--- src/rtl/dbt_pkg.sv ---
package dbt_pkg;
  localparam int CNT_W = 4;

  typedef enum logic [2:0] {
    ST_IDLE,
    ST_ROW,
    ST_CAS,
    ST_DONE,
    ST_RFSH
  } dbt_state_e;

  typedef struct packed {
    logic [CNT_W-1:0] ws;   // wait states after CAS
    logic [CNT_W-1:0] trp;  // RAS high time
    logic [CNT_W-1:0] pw;   // refresh RAS low time
  } dbt_timing_t;

  function automatic logic [CNT_W-1:0] ws_of(input logic [1:0] code);
    case (code)
      2'b00:   return CNT_W'(3);
      2'b01:   return CNT_W'(4);
      default: return CNT_W'(5);  // 10 and reserved 11
    endcase
  endfunction

  function automatic logic [CNT_W-1:0] trp_of(input logic [1:0] code);
    case (code)
      2'b00:   return CNT_W'(4);
      2'b01:   return CNT_W'(6);
      default: return CNT_W'(8);
    endcase
  endfunction

  function automatic logic [CNT_W-1:0] pw_of(input logic [1:0] code);
    return CNT_W'(4) + CNT_W'(code);
  endfunction
endpackage

--- src/rtl/dbt_decode.sv ---
module dbt_decode
  import dbt_pkg::*;
(
  input  logic [7:0]  cfg_byte,
  output dbt_timing_t tim
);
  // bits 5 and 0 carry no timing
  logic unused_rsv;
  assign unused_rsv = cfg_byte[5] ^ cfg_byte[0];

  always_comb begin
    tim.ws  = ws_of(cfg_byte[7:6]);
    tim.trp = trp_of(cfg_byte[4:3]);
    tim.pw  = pw_of(cfg_byte[2:1]);
  end
endmodule

--- src/rtl/dbt_precharge.sv ---
module dbt_precharge
  import dbt_pkg::*;
(
  input  logic             clk,
  input  logic             rst,
  input  logic             release_i,
  input  logic [CNT_W-1:0] trp_i,
  input  logic             start_i,
  output logic             ready_o
);
  logic [CNT_W-1:0] remain;

  always_ff @(posedge clk) begin
    if (rst) begin
      remain <= '0;
    end else if (release_i) begin
      remain <= trp_i - CNT_W'(1);
    end else if (remain != '0) begin
      remain <= remain - CNT_W'(1);
    end
  end

  assign ready_o = (remain == '0);

  // the sequencer never lowers this bank's RAS while its precharge runs
  assert_precharge_kept_R5: assert property (@(posedge clk) disable iff (rst)
    start_i |-> (remain == '0));
endmodule

--- src/rtl/dbt_sequencer.sv ---
module dbt_sequencer
  import dbt_pkg::*;
#(
  parameter int NBANK = 4,
  parameter int BW    = 2
) (
  input  logic                    clk,
  input  logic                    rst,
  input  logic                    req_valid,
  input  logic [BW-1:0]           req_bank,
  input  logic                    req_write,
  input  logic                    rfsh_req,
  input  logic [BW-1:0]           rfsh_bank,
  input  dbt_timing_t [NBANK-1:0] tim,
  input  logic [NBANK-1:0]        bank_ready,
  output logic [NBANK-1:0]        start_o,
  output logic [NBANK-1:0]        release_o,
  output logic [NBANK-1:0]        ras_n,
  output logic                    cas_n,
  output logic                    row_sel,
  output logic                    we_n,
  output logic                    rdy
);
  localparam logic [CNT_W-1:0] ONE = CNT_W'(1);

  dbt_state_e       state;
  logic [CNT_W-1:0] cnt;
  logic [BW-1:0]    cur_bank;
  logic             rp_pend;
  logic [BW-1:0]    rp_bank;

  logic          rf_any;
  logic [BW-1:0] rf_bank;
  logic          go_rf, go_acc, rel_rf, rel_now;
  dbt_timing_t   cur_t;

  always_comb begin
    cur_t   = tim[cur_bank];
    rf_any  = rp_pend | rfsh_req;
    rf_bank = rp_pend ? rp_bank : rfsh_bank;
    go_rf   = (state == ST_IDLE) && rf_any && bank_ready[rf_bank];
    go_acc  = (state == ST_IDLE) && !rf_any && req_valid && bank_ready[req_bank];
    rel_rf  = (state == ST_RFSH) && ((cnt + ONE) == cur_t.pw);
    rel_now = (state == ST_DONE) || rel_rf;
    for (int i = 0; i < NBANK; i++) begin
      start_o[i]   = (go_rf  && (rf_bank  == BW'(i))) ||
                     (go_acc && (req_bank == BW'(i)));
      release_o[i] = rel_now && (cur_bank == BW'(i));
    end
  end

  always_ff @(posedge clk) begin
    if (rst) begin
      state    <= ST_IDLE;
      cnt      <= '0;
      cur_bank <= '0;
      rp_pend  <= 1'b0;
      rp_bank  <= '0;
      ras_n    <= '1;
      cas_n    <= 1'b1;
      row_sel  <= 1'b1;
      we_n     <= 1'b1;
      rdy      <= 1'b0;
    end else begin
      case (state)
        ST_IDLE: begin
          if (go_rf) begin
            ras_n    <= ~start_o;
            cur_bank <= rf_bank;
            cnt      <= '0;
            state    <= ST_RFSH;
          end else if (go_acc) begin
            ras_n    <= ~start_o;
            cur_bank <= req_bank;
            we_n     <= ~req_write;
            state    <= ST_ROW;
          end
        end
        ST_ROW: begin
          cas_n   <= 1'b0;
          row_sel <= 1'b0;
          cnt     <= '0;
          state   <= ST_CAS;
        end
        ST_CAS: begin
          if ((cnt + ONE) == cur_t.ws) begin
            rdy   <= 1'b1;
            state <= ST_DONE;
          end else begin
            cnt <= cnt + ONE;
          end
        end
        ST_DONE: begin
          rdy     <= 1'b0;
          ras_n   <= '1;
          cas_n   <= 1'b1;
          row_sel <= 1'b1;
          we_n    <= 1'b1;
          state   <= ST_IDLE;
        end
        ST_RFSH: begin
          if (rel_rf) begin
            ras_n <= '1;
            state <= ST_IDLE;
          end else begin
            cnt <= cnt + ONE;
          end
        end
        default: state <= ST_IDLE;
      endcase

      if (go_rf) begin
        rp_pend <= 1'b0;
      end else if (rfsh_req && !rp_pend) begin
        rp_pend <= 1'b1;
        rp_bank <= rfsh_bank;
      end
    end
  end

  assert_rdy_single_R4: assert property (@(posedge clk) disable iff (rst)
    rdy |=> !rdy);

  assert_rdy_in_cas_R3: assert property (@(posedge clk) disable iff (rst)
    rdy |-> !cas_n);

  assert_strobes_off_after_rdy_R4: assert property (@(posedge clk) disable iff (rst)
    rdy |=> (cas_n && (ras_n == '1)));

  assert_rfsh_quiet_R6: assert property (@(posedge clk) disable iff (rst)
    (state == ST_RFSH) |-> (cas_n && !rdy && we_n));
endmodule

--- src/rtl/dram_bank_timer.sv ---
module dram_bank_timer
  import dbt_pkg::*;
#(
  parameter int NBANK = 4,
  parameter int BW    = (NBANK > 1) ? $clog2(NBANK) : 1
) (
  input  logic               clk,
  input  logic               rst,
  input  logic               req_valid,
  input  logic [BW-1:0]      req_bank,
  input  logic               req_write,
  input  logic               rfsh_req,
  input  logic [BW-1:0]      rfsh_bank,
  input  logic [NBANK*8-1:0] timing_cfg,
  output logic [NBANK-1:0]   ras_n,
  output logic               cas_n,
  output logic               row_sel,
  output logic               we_n,
  output logic               rdy
);
  dbt_timing_t [NBANK-1:0] tim;
  logic [NBANK-1:0] bank_ready, start_s, release_s;

  for (genvar b = 0; b < NBANK; b++) begin : g_bank
    dbt_decode u_dec (
      .cfg_byte (timing_cfg[8*b +: 8]),
      .tim      (tim[b])
    );
    dbt_precharge u_pre (
      .clk       (clk),
      .rst       (rst),
      .release_i (release_s[b]),
      .trp_i     (tim[b].trp),
      .start_i   (start_s[b]),
      .ready_o   (bank_ready[b])
    );
  end

  dbt_sequencer #(.NBANK(NBANK), .BW(BW)) u_seq (
    .clk        (clk),
    .rst        (rst),
    .req_valid  (req_valid),
    .req_bank   (req_bank),
    .req_write  (req_write),
    .rfsh_req   (rfsh_req),
    .rfsh_bank  (rfsh_bank),
    .tim        (tim),
    .bank_ready (bank_ready),
    .start_o    (start_s),
    .release_o  (release_s),
    .ras_n      (ras_n),
    .cas_n      (cas_n),
    .row_sel    (row_sel),
    .we_n       (we_n),
    .rdy        (rdy)
  );

  assert_one_ras_R7: assert property (@(posedge clk) disable iff (rst)
    $onehot0(~ras_n));

  assert_cas_under_ras_R2: assert property (@(posedge clk) disable iff (rst)
    !cas_n |-> (ras_n != '1));

  assert_col_sel_with_cas_R2: assert property (@(posedge clk) disable iff (rst)
    !row_sel |-> !cas_n);

  assert_we_under_ras_R10: assert property (@(posedge clk) disable iff (rst)
    !we_n |-> (ras_n != '1));
endmodule

--- config.mk ---
export PLATFORM = sky130hd
export DESIGN_NAME = dram_bank_timer
export DESIGN_NICKNAME = d
export VERILOG_FILES = /design/src/rtl/dbt_pkg.sv /design/src/rtl/dbt_decode.sv /design/src/rtl/dbt_precharge.sv /design/src/rtl/dbt_sequencer.sv /design/src/rtl/dram_bank_timer.sv
export SDC_FILE = /design/constraint.sdc
export NUM_CORES = 1
export LEC_CHECK = 0
export BUFFER_PORTS_ARGS = -buffer_cell sky130_fd_sc_hd__clkbuf_2
export CAP_MARGIN = 20
export CORE_ASPECT_RATIO = 1.5
export CORE_MARGIN = 5
export CORE_UTILIZATION = 50
export DETAILED_ROUTE_END_ITERATION = 10
export HOLD_SLACK_MARGIN = 0.02
export PLACE_DENSITY = 0.75
export SLEW_MARGIN = 10
export SYNTH_ARGS = -nofsm -noshare
export SYNTH_HDL_FRONTEND = slang
export SYNTH_SLANG_ARGS = --single-unit
export TNS_END_PERCENT = 1
--- constraint.sdc ---
create_clock -name clk -period 6.15 [get_ports clk]
set_input_delay 0 -clock clk [delete_from_list [all_inputs] [get_ports clk]]
set_output_delay 0 -clock clk [all_outputs]
set_load 0.1 [all_outputs]
# == Word level (Yosys, flattened, before mapping) ==
# Cells that the tools add are included.
# totals
elab_cells,172
inputBits,41
register_bits,35
out_inout_bits,8
# classes
reduce_logical,64
mux,44
order_cmp,3
n_eq_ne,31
addsub,13
bitwise_logic,4
# op_table
op,n
2-to-1 mux 4 bit,14
case mux 4 bit (2 select lines),4
subtractor 4 x 1 -> 4 bit (second input constant),8
binary-select mux 12 bit (select 2 bit),1
case mux 3 bit (2 select lines),4
== test 2 x 1 -> 1 bit (second input constant),11
logical NOT 2 bit,11
nonzero test 4 bit,5
logical AND 1 bit,19
adder 3 x 2 -> 4 bit (first input constant),4
logical NOT 4 bit,4
case mux 4 bit (4 select lines),1
nonzero test 2 bit,8
== test 2 bit (second input constant),6
2-to-1 mux 12 bit,1
2-to-1 mux 3 bit,4
case mux 3 bit (4 select lines),1
case mux 4 bit (3 select lines),1
less-than comparator 2 x 3 -> 1 bit (second input constant),3
AND reduction 3 bit,3
== test 4 bit,2
inequality test 2 x 1 -> 1 bit (second input constant),4
== test 3 x 2 -> 1 bit (second input constant),2
2-to-1 mux 2 bit,3
18 further kinds,35

# == Logic depth before layout (Yosys ltp) ==
# logic_depth
ltp_word,11
mapped_depth,11
depth_no_buf,11

# == Hierarchy ==
# From an unflattened synthesis, not the netlist that was laid out.
# unflattened
hier_cells,316
area_unflattened_um2,2736.4
# by_module_without_submodules
mod,cells_per_inst,seq_area_each_um2,n_inst,area_each_um2
dbt_sequencer,172,380.4,1,1515.2
dbt_precharge,22,80.1,4,222.7
dbt_decode,14,0.0,4,82.6

# == Worst setup path before layout ==
# Ideal clock, no wire load.
# synth_timing
path_kind,flip-flop to flip-flop
start,register u_seq.cur_bank[0]
end,register g_bank[0].u_pre.remain[2]
synth_period_minus_slack_ns,2.656
path_buffers,1
setup_ns,0.095
path_slack_ns,3.494
t_arrival_ns,2.561
required_ns,6.055
stages_incl_launch_ff,11
path_cell_list,dfxtp_1 -> buf_6 -> mux4_1 -> xor2_1 -> and4_4 -> o21ai_4 -> nor3b_1 -> a21oi_1 -> ha_1 -> or4_1 -> o311ai_1
# synth_between
elab_chain_len,7
elab_cells_between_ends,9
classes_between,eq/ne: 1; mux: 3; reduce/logical: 5
# synth_rtl
item,line_no,source
from (decl),dbt_sequencer.sv:28,logic [BW-1:0] cur_bank;
from (signal assigned),dbt_sequencer.sv:69,cur_bank <= rf_bank;
from (signal assigned),dbt_sequencer.sv:74,cur_bank <= req_bank;
binary-select mux 12 bit (select 2 bit),dbt_sequencer.sv:38,cur_t = tim[cur_bank];
2-to-1 mux 12 bit (not written as such),dbt_sequencer.sv:38,
== test 4 bit,dbt_sequencer.sv:43,rel_rf = (state == ST_RFSH) && ((cnt + ONE) == cur_t.pw);
logical AND 1 bit,dbt_sequencer.sv:43,
logical OR 1 bit,dbt_sequencer.sv:44,rel_now = (state == ST_DONE) || rel_rf;
logical AND 1 bit (*),dbt_sequencer.sv:48,release_o[i] = rel_now && (cur_bank == BW'(i));
2-to-1 mux 4 bit or nonzero test 2 bit (tied branches),--,
to (signal assigned),dbt_precharge.sv:17,remain <= trp_i - CNT_W'(1);
to (signal assigned),dbt_precharge.sv:19,remain <= remain - CNT_W'(1);
to (decl),dbt_precharge.sv:11,logic [CNT_W-1:0] remain;
# Every way passes the cells marked *; elsewhere a longest branch is shown, timed or not. The select of a mux whose other input is x is not followed.
# A chain may end at the register's enable or synchronous reset.

# == Worst setup path after layout ==
# Same ends and word-level chain as after synthesis.

==> flow_summary_export.csv <==
group,metric,value,unit
status,status,"completed",
timing,rsz0062_at_grt,"false",
pwr,intPower,0.604,mW
pwr,ir_worst_vdd,0.000320,V
drt,wirelength,4780,um
finish,drive_above_1_share,22.0,%
drt,maxUsedRoutingLayer,"met4",
logic_synthesis,synth.distinct_cells,60,
pwr,p_seq_share,32.5,%
timing,worst_slew_pin_slew,1.10,ns
timing,layout_worst_path_cycle_share,49.3,%
job,maxCapViolations,0,
drt,wl_met1,2040,um
grt,grt_pass1_vias,1930,
logic_synthesis,async_reset_ff_share,0,%
timing,setup_viol,0,
worst_setup_path,endpoint_kind,"flop",
timing,finalHoldViolCount,0,
pwr,pwr-share-clk,14.3,%
logic_synthesis,ys_ff_latch,35,
timing,fmax,330,MHz
drt,antenna_left,0,
finish,final_nets,332,
drt,drtIter0Drc,88,
grt,overflow,0,
worst_setup_path,crit_fanout,9,
worst_setup_path,crit_arrival,3.21,ns
die,io_pins,49,
timing,setup_tns,0,ns
logic_synthesis,syn-instance-count,243,
worst_setup_path,timing.rr.start,"u_seq.cur_bank[0]$_SDFFE_PP0P_",
logic_synthesis,synth_fp_nets,289,
clocking,cts_resized,0,
logic_synthesis,synth_ff_type,"dfxtp_1",
drt,drc,0,
clocking,max-clock-path-buffers,2,
min_path,holdPathStages,3,
clocking,cts-buffers-inserted,5,
min_path,hold_path_end,"u_seq.cur_bank[1]$_SDFFE_PP0P_",
clocking,cts_tree,"yes",
die,die-height,90.4,um
min_path,hp-class,"primary input to flop",
timing,clock-skew-final,0.00528,ns
pwr,power_leakage,0.978,nW
drt,wl_per_cell,14.4,um
worst_setup_path,regToRegSetupSlack,3.12,ns
die,die-area,0.00575,mm2
pwr,power_density,442,mW/mm2
place,port_buffers,40,
clocking,clock_latency,0.28,ns
logic_synthesis,syn_area,0.00215,mm2
worst_setup_path,r2r_end,"g_bank[0].u_pre.remain[2]$_SDFFE_PP0P_",
logic_synthesis,ys_seq_area_share,32.5,%
drt,vias_per_cell,5.92,
pwr,switchingPower,0.502,mW
clocking,clock-sinks,35,
drt,met3_wirelength,214,um
logic_synthesis,postSynthAreaPerCell,8.87,um2
place,placed_area,0.00236,mm2
grt,grt_pass1_wl,8460,um
finish,stdcell_area,0.00250,mm2
die,core,0.00421,mm2
timing,slew_violations,0,
place,dp_hpwl,3570,um
timing,max_slew_margin,25.9,%
drt,wl_met2,2440,um
drt,drt_pre_antenna_iters,4,
die,core.rowCount,29,
worst_setup_path,setup.worst_path.start_class,"flop",
finish,antenna_cells,0,
place,place.gp.congestion,0.810,
worst_setup_path,worstSetupPathType,"flop to flop",
die,initial_core_util,51.2,%
clocking,post-cts-setup-buffers,0,
worst_setup_path,reg2reg_depth,9,
min_path,hold_start,"req_bank[1]",
place,place_worst_setup_slack,3.12,ns
pwr,comb_power_share,53.2,%
timing,fin_ws,3.12,ns
finish,syn_to_final_growth,16.1,%
grt,grt_max_degree,38,
pwr,netSwitchingFraction,45.4,%
clocking,cts.clk_slew.worst_paths,0.07,ns
clocking,clock-root-buffer,"clkbuf_8",
finish,fin_util,59.5,%
clocking,cts_hold_buffers,6,
grt,antenna_found_initial,0,
logic_synthesis,synth_edf_count,0,
drt,vias,1972,
clocking,htreeDepth,2,
grt,grtUsageTotal,17.4,%
logic_synthesis,yosys_warnings,0,
die,die_w,63.6,um
timing,layout_min_cycle_time,3.03,ns
worst_setup_path,cp.required,6.33,ns
-- metal layers --
metal,vias to the layer above,GRT usage (%)
met5,-,0
met4,0,5.72
met3,9,4.36
met2,42,30.3
met1,924,20.3
li1,997,-
-- how the worst max path moves through the flow --
stage                                              start  slack (ns)  depth (start not counted)                                     end
after global routing      u_seq.cur_bank[0]$_SDFFE_PP0P_        2.83                         10  g_bank[2].u_pre.remain[2]$_SDFFE_PP0P_
final                     u_seq.cur_bank[0]$_SDFFE_PP0P_        3.12                          9  g_bank[0].u_pre.remain[2]$_SDFFE_PP0P_
after CTS                 u_seq.cur_bank[0]$_SDFFE_PP0P_        3.09                          9  g_bank[0].u_pre.remain[2]$_SDFFE_PP0P_
after global placement    u_seq.cur_bank[0]$_SDFFE_PP0P_        3.19                          9  g_bank[0].u_pre.remain[2]$_SDFFE_PP0P_
after detailed placement  u_seq.cur_bank[0]$_SDFFE_PP0P_        3.12                          9  g_bank[0].u_pre.remain[2]$_SDFFE_PP0P_
after floorplan           u_seq.cur_bank[0]$_SDFFE_PP0P_        3.49                         10  g_bank[0].u_pre.remain[2]$_SDFFE_PP0P_
-- state kept, by name (all words and copies together) (netlist names), 2 cells and up --
name and count:
u_seq.cur_bank 2, u_seq.rp_bank 2, u_seq.ras_n 4, u_seq.state 3, g_bank.u_pre.remain 16, u_seq.cnt 4
-- kinds of logic (layout without fill, tap and decap cells) --
logic type                 count (synthesis)  after routing  synth area share, %
buffers and inverters                     14             58                 3.08
AOI/OAI and AO/OA                         58             58                 19.8
muxes                                     16             16                 10.5
xor gates and xnor gates                   6              6                 2.79
adders and majority gates                  5              5                 2.90
and+or+nand+nor                          109            109                 28.5
DFF                                       35             35                 32.5
-- cell usage after synthesis (all sizes together) (5+ instances only) --
cell,count,area [um2]
dfxtp,35,701
nor2,24,90.1
a21oi,17,85.1
nand2,17,63.8
o21ai,12,71.3
nor3b,11,87.6
mux2i,9,90.1
clkbuf,7,28.8
nor2b,7,43.8
nor3,7,35.0
nand3,6,30.0
a32oi,5,62.6
ha,5,62.6
or2,5,31.3
-- placed cells by master, fill, tap and decap left out, types with 5 or more instances in the layout --
cell type / netlist / layout
dfxtp_1: 35 / 35
nor2_1: 24 / 24
ha_1: 5 / 5
nor2b_1: 7 / 7
nand2_1: 17 / 17
o21ai_0: 10 / 10
mux2i_1: 9 / 9
nor3_1: 7 / 7
nand3_1: 6 / 6
clkbuf_2: 2 / 40
a21oi_1: 17 / 17
dlygate4sd3_1: 0 / 6
nor3b_1: 10 / 10
or2_2: 5 / 5
clkbuf_8: 0 / 5
-- worst max-delay path, cell delays in order, from the launching register on --
cell and delay (ns):
dfxtp_1 0.56, mux4_1 0.63, xor2_1 0.24, and4_4 0.30
o21ai_4 0.09, nor3b_1 0.20, a21oi_1 0.06, ha_1 0.24
or4_1 0.51, o311ai_1 0.09
-- power by group through the flow --
stage	sequential [mW]	clock (mW)	combinational (mW)
floorplan	0.407	0	0.437
global placement	0.362	0	0.570
detailed placement	0.365	0	0.585
CTS	0.360	0.162	0.590
global route	0.373	0.173	0.653
finish	0.360	0.158	0.588
-- area by class of cell --
type                       count  area (um2)
clock buffer                   7        76.3
clock inverter                 1        5.00
fill                         414        1710
inverter                       4        15.0
multi-input combinational    194        1390
sequential                    35         701
tap                           46        57.6
timing repair buffer          46         260
-- stage by stage --
stage	power [mW]	hold slack (ns)	cells
after floorplan	0.844	0.144	243
after global placement	0.933	0.255	319
after detailed placement	0.950	0.272	319
after CTS	1.11	0.0691	333
after global routing	1.20	0.117	333
final	1.11	0.0974	333
No activity file was read; power rests on OpenSTA's default activity.
